## config.mk

```make
export PLATFORM = sky130hd
export DESIGN_NAME = flitReqDecoder
export DESIGN_NICKNAME = d
export VERILOG_FILES = /design/src/rtl/flitReqPkg.sv /design/src/rtl/flitReqCtrl.sv /design/src/rtl/flitReqPath.sv /design/src/rtl/flitReqDecoder.sv
export SDC_FILE = /design/constraint.sdc
export NUM_CORES = 1
export LEC_CHECK = 0
export BUFFER_PORTS_ARGS = -buffer_cell sky130_fd_sc_hd__buf_2
export CAP_MARGIN = 20
export CELL_PAD_IN_SITES_DETAIL_PLACEMENT = 1
export CELL_PAD_IN_SITES_GLOBAL_PLACEMENT = 2
export CORE_MARGIN = 2
export CORE_UTILIZATION = 31
export CTS_CLUSTER_SIZE = 10
export DETAILED_ROUTE_END_ITERATION = 6
export PLACE_DENSITY_LB_ADDON = 0.1
export SLEW_MARGIN = 20
export SYNTH_ARGS = -nofsm -noshare
export SYNTH_HDL_FRONTEND = slang
export SYNTH_SLANG_ARGS = --single-unit
export TNS_END_PERCENT = 50
```

## constraint.sdc

```tcl
create_clock -name clk -period 2.8 [get_ports clk]
set_clock_uncertainty 0.05 [all_clocks]
set_input_delay 0.28 -clock clk [delete_from_list [all_inputs] [get_ports clk]]
set_output_delay 0.28 -clock clk [all_outputs]
set_load 0.05 [all_outputs]
```

## src/rtl/flitReqPkg.sv

```systemverilog
package flitReqPkg;
  localparam int FLIT_W = 16;
  localparam int OP_W   = 4;
  localparam int ADDR_W = 12;
  localparam int ID_W   = 2;

  localparam logic [OP_W-1:0] OP_STORE = 4'd1;
  localparam logic [OP_W-1:0] OP_EXT   = 4'd5;
  localparam logic [OP_W-1:0] OP_TIER2 = 4'd6;
  localparam logic [OP_W-1:0] OP_CAS   = 4'd8;
  localparam logic [OP_W-1:0] OP_STIMM = 4'd12;

  typedef struct packed {
    logic [OP_W-1:0]   op;
    logic [ADDR_W-1:0] addr;
    logic [FLIT_W-1:0] data;
    logic [FLIT_W-1:0] ret;
  } cmdT;

  typedef struct packed {
    logic capHead;
    logic capSecond;
    logic push;
    logic pop;
  } strobeT;
endpackage

```

## src/rtl/flitReqCtrl.sv

```systemverilog
module flitReqCtrl
  import flitReqPkg::*;
(
  input  logic   clk,
  input  logic   rstN,
  input  logic   flitValid,
  input  logic   decIsReq,
  input  logic   decMatch,
  input  logic   decLong,
  input  logic   fifoFull,
  input  logic   cmdValid,
  input  logic   cmdReady,
  output logic   flitReady,
  output strobeT strobe
);
  typedef enum logic [1:0] {S_HEAD, S_SECOND, S_THIRD} stateT;

  stateT state;
  logic  keepQ;
  logic  longQ;
  logic  lastFlit;
  logic  accept;

  always_comb begin
    lastFlit  = (state == S_SECOND && !longQ) || (state == S_THIRD);
    flitReady = !(lastFlit && keepQ && fifoFull);
    accept    = flitValid && flitReady;
    strobe.capHead   = accept && (state == S_HEAD) && decIsReq;
    strobe.capSecond = accept && (state == S_SECOND);
    strobe.push      = accept && lastFlit && keepQ;
    strobe.pop       = cmdValid && cmdReady;
  end

  always_ff @(posedge clk) begin
    if (!rstN) begin
      state <= S_HEAD;
      keepQ <= 1'b0;
      longQ <= 1'b0;
    end else if (accept) begin
      case (state)
        S_HEAD: begin
          if (decIsReq) begin
            state <= S_SECOND;
            keepQ <= decMatch;
            longQ <= decLong;
          end
        end
        S_SECOND: state <= longQ ? S_THIRD : S_HEAD;
        default:  state <= S_HEAD;
      endcase
    end
  end
endmodule

```

## src/rtl/flitReqPath.sv

```systemverilog
module flitReqPath
  import flitReqPkg::*;
#(
  parameter int DEPTH = 4
) (
  input  logic              clk,
  input  logic              rstN,
  input  logic [FLIT_W-1:0] flitData,
  input  logic [ID_W-1:0]   myId,
  input  strobeT            strobe,
  output logic              decIsReq,
  output logic              decMatch,
  output logic              decLong,
  output logic              fifoFull,
  output logic              cmdValid,
  output cmdT               cmdHead
);
  localparam int PTR_W = (DEPTH > 1) ? $clog2(DEPTH) : 1;
  localparam int CNT_W = $clog2(DEPTH + 1);
  localparam logic [PTR_W-1:0] LAST_SLOT = PTR_W'(DEPTH - 1);
  localparam logic [CNT_W-1:0] FULL_CNT  = CNT_W'(DEPTH);

  logic [2:0]        baseOp;
  logic [1:0]        extBits;
  logic              tier2;
  logic [OP_W-1:0]   decOp;
  logic [ADDR_W-1:0] decAddr;

  logic [OP_W-1:0]   opQ;
  logic [ADDR_W-1:0] addrQ;
  logic [FLIT_W-1:0] secondQ;
  cmdT               newCmd;

  cmdT               slots [DEPTH];
  logic [PTR_W-1:0]  wrPtr;
  logic [PTR_W-1:0]  rdPtr;
  logic [CNT_W-1:0]  count;

  always_comb begin
    baseOp   = flitData[12:10];
    extBits  = flitData[9:8];
    tier2    = baseOp[2] & baseOp[1];
    decOp    = tier2 ? (OP_TIER2 + {1'b0, baseOp[0], extBits}) : {1'b0, baseOp};
    decAddr  = tier2 ? {4'b0, flitData[7:0]} : {2'b0, extBits, flitData[7:0]};
    decIsReq = flitData[15];
    decMatch = (flitData[14:13] == myId);
    decLong  = (decOp == OP_EXT) || (decOp == OP_CAS);
  end

  always_ff @(posedge clk) begin
    if (!rstN) begin
      opQ     <= '0;
      addrQ   <= '0;
      secondQ <= '0;
    end else begin
      if (strobe.capHead) begin
        opQ   <= decOp;
        addrQ <= decAddr;
      end
      if (strobe.capSecond) secondQ <= flitData;
    end
  end

  always_comb begin
    newCmd.op   = opQ;
    newCmd.addr = addrQ;
    if (opQ == OP_EXT || opQ == OP_CAS) begin
      newCmd.data = secondQ;
      newCmd.ret  = flitData;
    end else if (opQ == OP_STORE || opQ == OP_STIMM) begin
      newCmd.data = flitData;
      newCmd.ret  = '0;
    end else begin
      newCmd.data = '0;
      newCmd.ret  = flitData;
    end
  end

  always_ff @(posedge clk) begin
    if (strobe.push) slots[wrPtr] <= newCmd;
  end

  always_ff @(posedge clk) begin
    if (!rstN) begin
      wrPtr <= '0;
      rdPtr <= '0;
      count <= '0;
    end else begin
      if (strobe.push) wrPtr <= (wrPtr == LAST_SLOT) ? '0 : wrPtr + 1'b1;
      if (strobe.pop)  rdPtr <= (rdPtr == LAST_SLOT) ? '0 : rdPtr + 1'b1;
      case ({strobe.push, strobe.pop})
        2'b10:   count <= count + 1'b1;
        2'b01:   count <= count - 1'b1;
        default: count <= count;
      endcase
    end
  end

  assign fifoFull = (count == FULL_CNT);
  assign cmdValid = (count != '0);
  assign cmdHead  = slots[rdPtr];
endmodule

```

## src/rtl/flitReqDecoder.sv

```systemverilog
module flitReqDecoder
  import flitReqPkg::*;
#(
  parameter int DEPTH = 4
) (
  input  logic        clk,
  input  logic        rstN,
  input  logic [1:0]  myId,
  input  logic        flitValid,
  input  logic [15:0] flitData,
  output logic        flitReady,
  output logic        cmdValid,
  input  logic        cmdReady,
  output logic [3:0]  cmdOp,
  output logic [11:0] cmdAddr,
  output logic [15:0] cmdData,
  output logic [15:0] cmdRet
);
  strobeT strobe;
  cmdT    cmdHead;
  logic   decIsReq;
  logic   decMatch;
  logic   decLong;
  logic   fifoFull;

  flitReqCtrl u_ctrl (
    .clk(clk), .rstN(rstN), .flitValid(flitValid),
    .decIsReq(decIsReq), .decMatch(decMatch), .decLong(decLong),
    .fifoFull(fifoFull), .cmdValid(cmdValid), .cmdReady(cmdReady),
    .flitReady(flitReady), .strobe(strobe)
  );

  flitReqPath #(.DEPTH(DEPTH)) u_path (
    .clk(clk), .rstN(rstN), .flitData(flitData), .myId(myId),
    .strobe(strobe), .decIsReq(decIsReq), .decMatch(decMatch),
    .decLong(decLong), .fifoFull(fifoFull), .cmdValid(cmdValid),
    .cmdHead(cmdHead)
  );

  assign cmdOp   = cmdHead.op;
  assign cmdAddr = cmdHead.addr;
  assign cmdData = cmdHead.data;
  assign cmdRet  = cmdHead.ret;
endmodule

```

# After elaboration in Yosys (flattened, before gate mapping)
# Memory sizes are Yosys's and may differ from the RTL's. A register that Yosys moved wholly into a read port is not among the register bits.
# Index checks and enable logic that the tools add are counted.
# op_classes
n_addsub	5
n_eq_ne	15
mux	14
bitwise	1
reduce_logical	21
# op_table
operator	n
two-way mux 32 bit	2
equality test 4 bit (second input constant)	3
two-way mux 2 bit	6
logical AND 1 bit	10
two-way mux 10 bit	1
equality test 2 bit (second input constant)	4
equality test 4 x 3 -> 1 bit (second input constant)	2
one-hot mux 3 bit (2 select lines)	1
adder 2 x 1 -> 2 bit (second input constant)	2
adder 3 x 3 -> 4 bit (first input constant)	1
equality test 2 x 1 -> 1 bit (second input constant)	2
equality test 4 x 1 -> 1 bit (second input constant)	1
logical OR 1 bit	4
two-way mux 4 bit	1
one-hot mux 2 bit (2 select lines)	1
adder 3 x 1 -> 3 bit (second input constant)	1
equality test 3 bit (second input constant)	1
AND reduction 3 bit	1
nonzero test 3 bit	1
subtractor 3 x 1 -> 3 bit (second input constant)	1
equality test 2 bit	1
zero test 1 bit	2
zero test 2 bit	1
two-way mux 1 bit	2
other kinds (4)	4
# totals
ff_bits	43
ramBits	192
out_inout_bits	50
word_cells	66
n_memories	1
# mem_list
memory	words	word_bits	read_ports	rd_clocked_by_memory_dff	wr	line_no	rtl
u_path.slots	4	48	1	1	1	flitReqPath.sv:34	cmdT slots [DEPTH];

# Logic depth before layout (Yosys ltp)
# logic_depth
word_depth	11
mapped_depth	9
ltp_nobuf	9

# By module
# From an unflattened synthesis, not the netlist that was laid out.
# unflattened
cells_unflattened	477
hier_area_um2	8808.4
# modules_own_cells
mod	n_inst	cells_each	area_each_um2	seq_area_each_um2
flitReqPath	1	450	8577.0	6306.0
flitReqCtrl	1	27	231.5	80.1

# Least setup slack after synthesis
# Ideal clock, no wire load.
# synth_path
path_type	register -> register
start	register u_ctrl.state[0]
end	memory u_path.slots[3][0] (netlist name), enable pin
setup_ns	0.408
arrival_time_ns	2.266
slack_ns	0.076
stages_incl_launch_ff	4
synth_period_minus_slack_ns	2.724
cell_sequence	dfxtp_1 or3b_4 a221oi_4 and2_1
# synth_via
elab_chain_cells	11
# synth_lines
element	line_no	rtl
start: declaration	flitReqCtrl.sv:18	stateT state;
start signal: assignment	flitReqCtrl.sv:48	S_SECOND: state <= longQ ? S_THIRD : S_HEAD;
equality test 2 x 1 -> 1 bit	flitReqCtrl.sv:25	lastFlit = (state == S_SECOND && !longQ) || (state == S_THIRD);
logical AND 1 bit	flitReqCtrl.sv:25	
logical OR 1 bit *	flitReqCtrl.sv:25	
logical AND 1 bit (2 in series)	flitReqCtrl.sv:26	flitReady = !(lastFlit && keepQ && fifoFull);
zero test 1 bit	flitReqCtrl.sv:26	
logical AND 1 bit	flitReqCtrl.sv:27	accept = flitValid && flitReady;
logical AND 1 bit * (2 in series)	flitReqCtrl.sv:30	strobe.push = accept && lastFlit && keepQ;
two-way mux 1 bit *	flitReqPath.sv:80	if (strobe.push) slots[wrPtr] <= newCmd;
two-way mux 1 bit (implied by the code) *	flitReqPath.sv:80	
end: declaration	flitReqPath.sv:34	
# Mark *: on every way between the ends. The rest lies on a longest branch, timed or not.

==> results.py <==
metrics = {
    "status": {
        "status": "finished, final reports clean",
    },
    "floorplan": {
        "num_io_pins": 72,
        "dieArea_mm2": 0.03006,
        "die_h_um": 173.4,
        "coreArea_mm2": 0.02847,
        "floorplan.die.width_um": 173.4,
        "row_count": 62,
        "start_util_pct": 31.23,
    },
    "logic_synthesis": {
        "avgSynthCellArea_um2": 17.50,
        "ys.flop_type": "edfxtp_1",
        "seq_area_frac_synth_pct": 71.82,
        "synth_cells": 508,
        "synth.distinct_cells": 42,
        "synth_top_cell_area_share_pct": 62.14,
        "synth_edf_count": 184,
        "synth_seq_cells": 227,
        "synth_area_mm2": 0.008892,
        "synthArstFlopShare_pct": 0,
        "yosysWarnings": 0,
        "synthTopCellsByArea": "edfxtp_1, mux4_2, dfxtp_1, nand2_1, mux2i_1",
        "synth_top_area_cell": "edfxtp_1",
    },
    "sta": {
        "rsz0062_at_grt": "no",
        "report.final.hold_viol_count": 0,
        "min_period_over_period_pct": 90.73,
        "min_period_ps": 2540,
        "finalSetupTns_ps": 0,
        "drv_slew": 0,
        "tightest_slew_ps": 847.6,
        "timing.slew.headroom_pct": 43.37,
        "setup_viol_count_final": 0,
        "fmax_mhz": 393.6,
    },
    "worst_setup_path": {
        "critPathSlowestCell": "dfxtp_4",
        "path_buf_inv": 2,
        "critPathKind": "flop to output port",
        "crit_chain": "buf_4, mux4_2, buf_2",
        "r2r_start": "u_ctrl.state[0]",
        "worstPathRequired_ps": 2470,
        "cpLargestDelayFamily": "flip-flops",
        "r2r_setup_slack_ps": 320,
        "worst_setup_path_end_kind": "output port",
        "startpoint_type": "flop",
        "path_max_fanout": 20,
        "cp.arrival_ps": 2210,
        "slowest_delay_ps": 620,
        "rr_worst_depth": 9,
        "r2r-end": "u_path.count[2]",
    },
    "final_layout": {
        "n_fill_cell": 2904,
        "final_nets": 629,
        "drive_gt1_share_pct": 28.92,
        "final_common_cell": "edfxtp_1",
        "n_antenna_cell": 0,
        "register_area_mm2": 0.006391,
        "syn_to_final_growth_pct": 19.22,
        "final_cell_mix": "edfxtp_1, buf_2, nand2_1, mux4_2, dfxtp_1",
        "multi_input_area_mm2": 0.002325,
    },
    "pwr": {
        "p_leak_nw": 3.389,
        "fin_total_pwr_mw": 7.029,
        "peakVddDrop_mv": 0.3897,
        "p_per_area_mw_per_mm2": 663.0,
    },
    "clocking": {
        "cts_num_sinks": 227,
        "path_clk_slew_ps": 60,
        "cts_htree_levels": 1,
        "clockBufferDepth": 3,
        "insertion_delay_ps": 510,
        "post-cts-setup-buffer-count": 0,
        "numCtsBuffers": 27,
        "cts_root_buf": "clkbuf_16",
        "cts_resized": 0,
        "holdBufCountCts": 0,
        "cts_tree": "yes",
    },
    "global_route": {
        "antenna_found_initial": 0,
        "grt_max_degree": 47,
        "grt_pass1_wl_um": 32120,
        "grt_usage_pct": 14.09,
        "grt_overflow_total": 0,
        "grt_pass1_vias": 5143,
    },
    "route": {
        "postRouteAntennaNets": 0,
        "drc": 0,
        "vias": 4746,
        "drt-initial-drc-count": 251,
        "via_per_inst": 4.732,
        "avgRoutedWirePerCell_um": 20.75,
        "drtPass1Iterations": 4,
        "wirelength_um": 20810,
    },
    "min_path": {
        "hp-start": "flitData[1]",
        "hold_path_depth": 3,
        "worstHoldPathType": "primary input to flop",
        "holdPathEnd": "u_path.secondQ[1]",
    },
    "placement": {
        "gp_congestion": 0.7173,
        "hpwlAfterDp_um": 13440,
        "io_buffers": 69,
    },
    "flow_run": {
        "drv_cap": 0,
    },
}
==> where the power goes <==
part | total [mW] | switching, mW | internal [mW]
combinational | 0.236 | 0.163 | 0.0735
sequential | 3.69 | 0.0220 | 3.67
clock | 3.10 | 1.24 | 1.86
total | 7.03 | 1.42 | 5.60
==> cell type report <==
| cell class | count | share of cell area, % |
|---|---|---|
| Clock buffer | 47 | 7.365 |
| Clock inverter | 2 | 0.07081 |
| Inverter | 11 | 0.3895 |
| Multi-Input combinational cell | 244 | 21.93 |
| Sequential cell | 227 | 60.29 |
| Tap cell | 384 | 4.532 |
| Timing Repair Buffer | 88 | 5.429 |
==> per-layer routing <==
metal | part of all wire, % | global-route usage [%] | up-vias
met5 | 0 | 0 | -
met4 | 1.5 | 3.072 | 0
met3 | 3.7 | 2.346 | 26
met2 | 50 | 24.30 | 83
met1 | 45 | 18.76 | 2487
li1 | - | - | 2150
==> metrics by stage <==
| stage | util [%] | setup WS, ps | std cells | instance area [µm²] | hold WS (ps) |
|---|---|---|---|---|---|
| floorplan | - | 75.77 | 509 | 8896 | 366.0 |
| global placement | 34.47 | 476.5 | 954 | 9813 | 393.5 |
| detailed placement | 34.47 | 315.4 | 954 | 9813 | 401.3 |
| CTS | 37.24 | 177.6 | 1003 | 10600 | 0.2249 |
| global route | 37.24 | 112.8 | 1003 | 10600 | 9.806 |
| finish | 37.24 | 259.6 | 1003 | 10600 | 18.28 |
==> synthesized netlist by cell type (all sizes together), types with 3 or more instances <==
| cell | number |
|---|---|
| or3 | 5 |
| clkbuf | 8 |
| nand3 | 7 |
| nor2b | 14 |
| ha | 7 |
| a22o | 16 |
| dfxtp | 43 |
| nand3b | 4 |
| inv | 11 |
| edfxtp | 184 |
| mux2i | 20 |
| a21oi | 20 |
| nand2b | 4 |
| nor2 | 8 |
| or3b | 3 |
| nand2 | 66 |
| and2 | 4 |
| buf | 19 |
| mux4 | 46 |
==> flip-flops by register name, summed over array words and instances, names as in the netlist, named ones only <==
signal / count
u_ctrl.keepQ: 1
u_ctrl.longQ: 1
u_path.slots: 184
u_path.secondQ: 16
u_path.count: 3
u_path.opQ: 4
u_path.rdPtr: 2
u_path.addrQ: 10
u_ctrl.state: 2
u_path.wrPtr: 2
==> worst max path at each step <==
stage / endpoint / slack [ps] / depth (start not counted)
final: cmdData[2] / 260 / 3
after global routing: cmdData[3] / 110 / 3
after CTS: cmdData[2] / 180 / 3
after detailed placement: u_path.count[2] / 320 / 9
after global placement: u_path.count[2] / 480 / 9
after floorplan: u_path.slots[3][0] / 80 / 3
==> worst reg2reg max path, cell delays in order, from the launching register on <==
cell,delay (ps)
dfxtp_1,400
or3b_4,430
a221oi_4,340
inv_1,80
ha_1,220
inv_1,100
fa_1,210
xor2_1,90
or3_1,330
a21oi_1,160
==> logic make-up (layout without fill, tap and decap cells) <==
family	after synthesis	after routing	synth area share (%)
fa+ha+maj	8	8	1.210
buf+inv	38	148	2.139
other cells	1	2	0.04217
flops	227	227	71.82
xor+xnor	4	4	0.3940
simple gates	120	120	6.684
mux	66	66	13.90
compound gates	44	44	3.813
Note: power is estimated with default switching activity, not from simulation.
